<file path="config.mk">
export PLATFORM = sky130hd
export DESIGN_NAME = da_fir_shared_lut
export DESIGN_NICKNAME = d
export VERILOG_FILES = /design/src/rtl/da_fir_pkg.sv /design/src/rtl/da_add_tree.sv /design/src/rtl/da_ctrl.sv /design/src/rtl/da_datapath.sv /design/src/rtl/da_fir_shared_lut.sv
export SDC_FILE = /design/constraint.sdc
export NUM_CORES = 2
export LEC_CHECK = 0
export BUFFER_PORTS_ARGS = -buffer_cell sky130_fd_sc_hd__buf_2
export CAP_MARGIN = 20
export CORE_MARGIN = 2
export CORE_UTILIZATION = 40
export CTS_CLUSTER_SIZE = 8
export DETAILED_ROUTE_END_ITERATION = 10
export PLACE_DENSITY = 0.59
export SKIP_LAST_GASP = 1
export SYNTH_ARGS = -nofsm -noshare
export SYNTH_HDL_FRONTEND = slang
export SYNTH_HIERARCHICAL = 1
export SYNTH_SLANG_ARGS = --single-unit
</file>
<file path="constraint.sdc">
create_clock -name clk -period 4.5 [get_ports clk]
set_input_delay 0.225 -clock clk [delete_from_list [all_inputs] [get_ports clk]]
set_output_delay 0.225 -clock clk [all_outputs]
set_load 0.1 [all_outputs]
</file>
<file path="src/rtl/da_fir_pkg.sv">
package da_fir_pkg;
  // strobes from control to datapath
  typedef struct packed {
    logic shiftIn;   // advance delay line with the new sample
    logic loadTbl;   // rewrite all subset-sum tables
  } dpStrobe_t;
endpackage

</file>
<file path="src/rtl/da_add_tree.sv">
// Registered binary tree, heap ordered: node 1 is the root, leaves sit at
// COUNT..2*COUNT-1. With WEIGHTED set, leaf i carries weight 2^i.
module da_add_tree #(
  parameter int COUNT    = 8,
  parameter int IN_W     = 9,
  parameter int OUT_W    = 12,
  parameter int WEIGHTED = 0
) (
  input  logic                  clk,
  input  logic                  rstN,
  input  logic [COUNT*IN_W-1:0] leafIn,
  output logic [OUT_W-1:0]      rootOut
);
  localparam int LEVELS = $clog2(COUNT);

  logic [OUT_W-1:0] leaf [COUNT];
  logic [OUT_W-1:0] node [1:COUNT-1];

  for (genvar i = 0; i < COUNT; i++) begin : lf
    assign leaf[i] = OUT_W'(leafIn[i*IN_W +: IN_W]);
  end

  for (genvar d = 0; d < LEVELS; d++) begin : lvl
    for (genvar k = 0; k < (1 << d); k++) begin : nd
      localparam int J  = (1 << d) + k;
      localparam int SH = (WEIGHTED != 0) ? (COUNT >> (d + 1)) : 0;
      logic [OUT_W-1:0] lhs;
      logic [OUT_W-1:0] rhs;
      if (2 * J >= COUNT) begin : fromLeaf
        assign lhs = leaf[2*J-COUNT];
        assign rhs = leaf[2*J+1-COUNT];
      end else begin : fromNode
        assign lhs = node[2*J];
        assign rhs = node[2*J+1];
      end
      always_ff @(posedge clk or negedge rstN) begin
        if (!rstN) node[J] <= '0;
        else       node[J] <= lhs + (rhs << SH);
      end
    end
  end

  assign rootOut = node[1];
endmodule

</file>
<file path="src/rtl/da_ctrl.sv">
module da_ctrl
  import da_fir_pkg::*;
#(
  parameter int LATENCY = 7
) (
  input  logic      clk,
  input  logic      rstN,
  input  logic      inValid,
  input  logic      coefLoad,
  output dpStrobe_t stb,
  output logic      outValid
);
  logic [LATENCY:0] vldQ;

  always_comb begin
    stb.shiftIn = inValid;
    stb.loadTbl = coefLoad;
  end

  always_ff @(posedge clk or negedge rstN) begin
    if (!rstN) vldQ <= '0;
    else       vldQ <= {vldQ[LATENCY-1:0], inValid};
  end

  assign outValid = vldQ[LATENCY];
endmodule

</file>
<file path="src/rtl/da_datapath.sv">
module da_datapath
  import da_fir_pkg::*;
#(
  parameter int TAPS_PER_GRP = 2,
  parameter int NUM_GRPS     = 8,
  parameter int SAMPLE_W     = 8,
  parameter int COEF_W       = 8
) (
  input  logic                                 clk,
  input  logic                                 rstN,
  input  dpStrobe_t                            stb,
  input  logic [SAMPLE_W-1:0]                  inSample,
  input  logic [TAPS_PER_GRP*NUM_GRPS*COEF_W-1:0] coefIn,
  output logic [COEF_W+$clog2(TAPS_PER_GRP*NUM_GRPS)+SAMPLE_W-1:0] yOut
);
  localparam int NUM_TAPS = TAPS_PER_GRP * NUM_GRPS;
  localparam int ENTRIES  = (1 << TAPS_PER_GRP) - 1;
  localparam int TBL_W    = COEF_W + $clog2(TAPS_PER_GRP);
  localparam int SLICE_W  = TBL_W + $clog2(NUM_GRPS);
  localparam int Y_W      = COEF_W + $clog2(NUM_TAPS) + SAMPLE_W;

  // delay line, taps[0] newest
  logic [SAMPLE_W-1:0] taps [NUM_TAPS];

  always_ff @(posedge clk or negedge rstN) begin
    if (!rstN) begin
      for (int k = 0; k < NUM_TAPS; k++) taps[k] <= '0;
    end else if (stb.shiftIn) begin
      taps[0] <= inSample;
      for (int k = 1; k < NUM_TAPS; k++) taps[k] <= taps[k-1];
    end
  end

  // subset-sum tables, one bank per group, entry 0 is implicit zero
  logic [TBL_W-1:0] tblD [NUM_GRPS][1:ENTRIES];
  logic [TBL_W-1:0] tbl  [NUM_GRPS][1:ENTRIES];

  always_comb begin
    for (int p = 0; p < NUM_GRPS; p++) begin
      for (int a = 1; a <= ENTRIES; a++) begin
        tblD[p][a] = '0;
        for (int m = 0; m < TAPS_PER_GRP; m++) begin
          if (a[m]) tblD[p][a] = tblD[p][a] + TBL_W'(coefIn[(p*TAPS_PER_GRP+m)*COEF_W +: COEF_W]);
        end
      end
    end
  end

  always_ff @(posedge clk or negedge rstN) begin
    if (!rstN) begin
      for (int p = 0; p < NUM_GRPS; p++)
        for (int a = 1; a <= ENTRIES; a++) tbl[p][a] <= '0;
    end else if (stb.loadTbl) begin
      for (int p = 0; p < NUM_GRPS; p++)
        for (int a = 1; a <= ENTRIES; a++) tbl[p][a] <= tblD[p][a];
    end
  end

  // one multiplexer per bit slice per group, all reading the same bank
  logic [NUM_GRPS*TBL_W-1:0] ppD [SAMPLE_W];
  logic [NUM_GRPS*TBL_W-1:0] ppQ [SAMPLE_W];

  always_comb begin
    for (int l = 0; l < SAMPLE_W; l++) begin
      for (int p = 0; p < NUM_GRPS; p++) begin
        logic [TAPS_PER_GRP-1:0] sel;
        for (int m = 0; m < TAPS_PER_GRP; m++) sel[m] = taps[p*TAPS_PER_GRP+m][l];
        ppD[l][p*TBL_W +: TBL_W] = (sel == '0) ? '0 : tbl[p][sel];
      end
    end
  end

  always_ff @(posedge clk or negedge rstN) begin
    if (!rstN) begin
      for (int l = 0; l < SAMPLE_W; l++) ppQ[l] <= '0;
    end else begin
      for (int l = 0; l < SAMPLE_W; l++) ppQ[l] <= ppD[l];
    end
  end

  // per-slice group sums, then weighted combination of slices
  logic [SAMPLE_W*SLICE_W-1:0] sliceBus;

  for (genvar l = 0; l < SAMPLE_W; l++) begin : slice
    da_add_tree #(
      .COUNT(NUM_GRPS), .IN_W(TBL_W), .OUT_W(SLICE_W), .WEIGHTED(0)
    ) uGrpSum (
      .clk(clk), .rstN(rstN), .leafIn(ppQ[l]),
      .rootOut(sliceBus[l*SLICE_W +: SLICE_W])
    );
  end

  da_add_tree #(
    .COUNT(SAMPLE_W), .IN_W(SLICE_W), .OUT_W(Y_W), .WEIGHTED(1)
  ) uBitSum (
    .clk(clk), .rstN(rstN), .leafIn(sliceBus), .rootOut(yOut)
  );
endmodule

</file>
<file path="src/rtl/da_fir_shared_lut.sv">
module da_fir_shared_lut
  import da_fir_pkg::*;
#(
  parameter int TAPS_PER_GRP = 2,
  parameter int NUM_GRPS     = 8,
  parameter int SAMPLE_W     = 8,
  parameter int COEF_W       = 8
) (
  input  logic                                    clk,
  input  logic                                    rstN,
  input  logic                                    inValid,
  input  logic [SAMPLE_W-1:0]                     inSample,
  input  logic                                    coefLoad,
  input  logic [TAPS_PER_GRP*NUM_GRPS*COEF_W-1:0] coefIn,
  output logic                                    outValid,
  output logic [COEF_W+$clog2(TAPS_PER_GRP*NUM_GRPS)+SAMPLE_W-1:0] yOut
);
  localparam int LATENCY = 1 + $clog2(NUM_GRPS) + $clog2(SAMPLE_W);

  dpStrobe_t stb;

  da_ctrl #(.LATENCY(LATENCY)) uCtrl (
    .clk(clk), .rstN(rstN), .inValid(inValid), .coefLoad(coefLoad),
    .stb(stb), .outValid(outValid)
  );

  da_datapath #(
    .TAPS_PER_GRP(TAPS_PER_GRP), .NUM_GRPS(NUM_GRPS),
    .SAMPLE_W(SAMPLE_W), .COEF_W(COEF_W)
  ) uDp (
    .clk(clk), .rstN(rstN), .stb(stb), .inSample(inSample),
    .coefIn(coefIn), .yOut(yOut)
  );
endmodule

</file>
==> out/summary.txt <==
Post-Syn Nets -> 8065
Congestion Overflow GR -> 0
First-pass GRT wire length -> 362000 um
Critical path buffers and inverters -> 0
Worst Tran Pin Value -> 0.950 ns
Top sig layer -> met5
RSZ-0062 raised after global routing -> no
Leakage power figure -> 44.5 nW
Clock transition at path regs -> 0.05 ns
DIE AREA -> 216000 um^2
Clock sink count -> 1613
Layout Cells excl Fill -> 10300
DRT Pass-1 Iters -> 6
Cell Area, Synth -> 85000 um^2
Class of the worst hold path -> in -> reg
Clk_skew -> 0.0677 ns
WP data required -> 5.22 ns
Vias in the first global route -> 57700
Drt via density -> 5.60
Largest net degree at the start of global routing -> 157
Metal1 wirelength -> 110000 um
Global router's overall resource usage -> 22.3%
Resized Gates After CTS -> 0
Crit end category -> flop
Cts bufs inserted -> 222
Flop2flop setup slack -> 1.96 ns
Syn_area_per_cell -> 11.9 um^2
Hold Path Origin -> coefIn[11]
Crit start category -> flop
DR vias -> 57600
Largest delay share family, worst path -> compound AO/OA/AOI/OAI gates
Fin nets -> 8306
Routability cong. -> 0.902
Core Region -> 212000 um^2
CTS H-Tree Depth -> 4
Final Hold Slack -> 0.150 ns
WHS Path Cells -> 3
Total Wirelength -> 243000 um
Skew-Pair Late Insertion Delay -> 0.87 ns
Post-synth EDFFs -> 0
Pwr/cell area -> 822 nW/um^2
TNS Setup -> 0 ns
I/O Pins -> 161
Critical path type -> reg -> reg
R2R depth -> 8
Clock buffer depth -> 3
Final setup fails -> 0
Initial antenna violation count -> 32
DIE HEIGHT -> 465 um
Most frequent cell after synthesis -> dfrtp_1
Min cycle time layout -> 2.54 ns
Slowest CP cell -> fa_1
Final Max Slew Viols -> 0
Dpl cells -> 9863
Die Wd -> 465 um
Met3 wire len -> 16500 um
Arr. time, crit path -> 3.26 ns
CP startpoint -> uDp/uBitSum/lvl[1].nd[0].rhs[0]
Mapped Cells -> 7173
Crit-path cells -> ha_1, fa_1, a211oi_1, o21bai_1, a221o_1, a211oi_1, a21oi_1, and3_1
Ys async rst share -> 100%
Hold endpoint -> uDp/tbl[201]
Sequential element share of the synthesized area -> 47.5%
Synth Flop Type -> dfrtp_1
Post-CTS Setup Repair Bufs -> 0
DR WL/cell -> 23.7 um
CTS tree -> built
Fin crit share -> 56.4%
Detailed router's first-iteration violation count -> 4198
Reg-to-Reg End -> uDp/uBitSum/lvl[0].nd[0].lhs[16]
Post-route DRC violation count -> 0
Max Clk Rate -> 0.394 GHz
Fillcell total -> 19000
Synth top cells by count -> dfrtp_1, mux2_2, ha_1
IO Port Bufs -> 160
Met2 WL -> 107000 um
Worst r2r src -> uDp/uBitSum/lvl[1].nd[0].rhs[0]
Initial core utilization -> 40.2%
Final Hold Viols -> 0
Max incr delay on CP -> 0.43 ns
Ranking of synthesized cells by area -> dfrtp_1, mux2_2, ha_1
Post-route ant nets -> 0
# hold bufs at CTS -> 148
Slew Limit Headroom -> 36.2%
Most used cell, CP -> a211oi_1
Crit Path Max Fanout -> 3
Maximum vdd drop -> 0.520 mV
Ratio of cells with drive above 1 in the final layout -> 18.4%
Status -> finished clean
Clk root buf -> clkbuf_16
Post-synth top area cell -> dfrtp_1
# rows -> 169
Synth-to-Final Area Change -> 12.9%
Post-synth top area share -> 47.5%
Yosys warnings -> 6
FF+latch count, synth -> 1613
DP HPWL -> 176000 um
Maxcap violations -> 0
Library cells used by synthesis -> 74
-- metrics by stage --
step / total power, mW / instance area (um^2) / setup slack [ns] / util, %
floorplan: 51.3 / 85000 / 2.15 / -
global placement: 63.0 / 88500 / 1.91 / 41.8
detailed placement: 63.5 / 88500 / 1.98 / 41.8
CTS: 79.0 / 95900 / 1.96 / 45.3
global route: 84.0 / 95900 / 1.75 / 45.3
finish: 78.8 / 95900 / 1.96 / 45.3
-- power by group --
group	total [mW]	switching (mW)	internal (mW)	leakage [nW]
logic	37.4	20.7	16.8	21.8
registers	26.5	5.88	20.6	19.8
clock network	14.9	6.07	8.84	2.93
total	78.8	32.6	46.2	44.5
-- layout by cell type, fill, tap and decap left out, drive strengths merged, types with 16 or more instances in the layout --
master          n
a211oi         84
a21boi         20
a21o          186
a21oi         329
a22o          504
a31o           20
a31oi          22
and2           43
and3          139
buf           187
clkbuf        238
dfrtp        1613
dlygate4sd3   148
fa             71
ha            681
inv           309
mux2          795
mux2i          25
nand2         158
nand2b         35
nand3         171
nand3b         20
nand4          23
nor2          265
nor2b         139
nor3           78
nor3b          16
o2111ai        40
o211ai         56
o21a           93
o21ai         201
o21bai         39
o22ai          33
o31ai          32
or2            37
xnor2         376
xor2          104
-- flip-flops by register name, summed over array words and instances, names as in the netlist, 20 cells and up --
register                      flops
uDp/slice.uGrpSum/lvl.nd.rhs    248
uDp/uBitSum/lvl.nd.rhs           44
uDp/uBitSum/rootOut              20
uDp/uBitSum/lvl.nd.lhs           45
uDp/taps                        128
uDp/slice.uGrpSum/rootOut        96
uDp/ppQ                         576
uDp/tbl                         200
uDp/slice.uGrpSum/lvl.nd.lhs    248
-- per-layer routing --
layer | track usage [%] | vias up
li1 | - | 26400
met1 | 30.8 | 28700
met4 | 8.88 | 6
met3 | 4.76 | 504
met5 | 0 | -
met2 | 34.0 | 1863
-- cell type report --
class / instances / area [um^2] / area share (%)
clock inverter: 15 / 289 / 0.301
timing repair buffer: 335 / 2680 / 2.79
sequential: 1613 / 40400 / 42.1
clock buffer: 238 / 5690 / 5.93
multi-input combinational: 4940 / 42200 / 44.0
tap: 2821 / 3530 / 3.68
antenna: 8 / 20.0 / 0.0209
inverter: 302 / 1130 / 1.18
-- kinds of logic (layout without fill, tap and decap cells) --
kind of cell             after synthesis  after routing  share of synthesized area (%)
AND/OR/NAND/NOR                     1154           1154                           7.12
AO/OA/AOI/OAI                       1734           1734                           15.1
multiplexers                         820            820                           10.8
XOR/XNOR                             480            480                           4.95
flip-flops                          1613           1613                           47.5
other                                  0              8                              0
buffers and inverters                620            890                           2.82
adder cells (fa/ha/maj)              752            752                           11.7
-- worst max-delay path by stage --
stage | to | slack, ns | cells after the start
5_1_grt | uDp/uBitSum/lvl[0].nd[0].lhs[16] | 1.75 | 8
4_1_cts | uDp/uBitSum/lvl[0].nd[0].lhs[16] | 1.96 | 8
3_3_place_gp | uDp/uBitSum/lvl[0].nd[0].lhs[16] | 1.91 | 8
3_5_place_dp | uDp/uBitSum/lvl[0].nd[0].lhs[16] | 1.98 | 8
2_1_floorplan | uDp/uBitSum/lvl[0].nd[0].lhs[16] | 2.15 | 8
6_report | uDp/uBitSum/lvl[0].nd[0].lhs[16] | 1.96 | 8
-- tightest hold or removal path: stages --
cell and delay (ns):
dlygate4sd3_1 0.52, buf_2 0.11, mux2_2 0.13
Power figures use the tool's default switching activity.
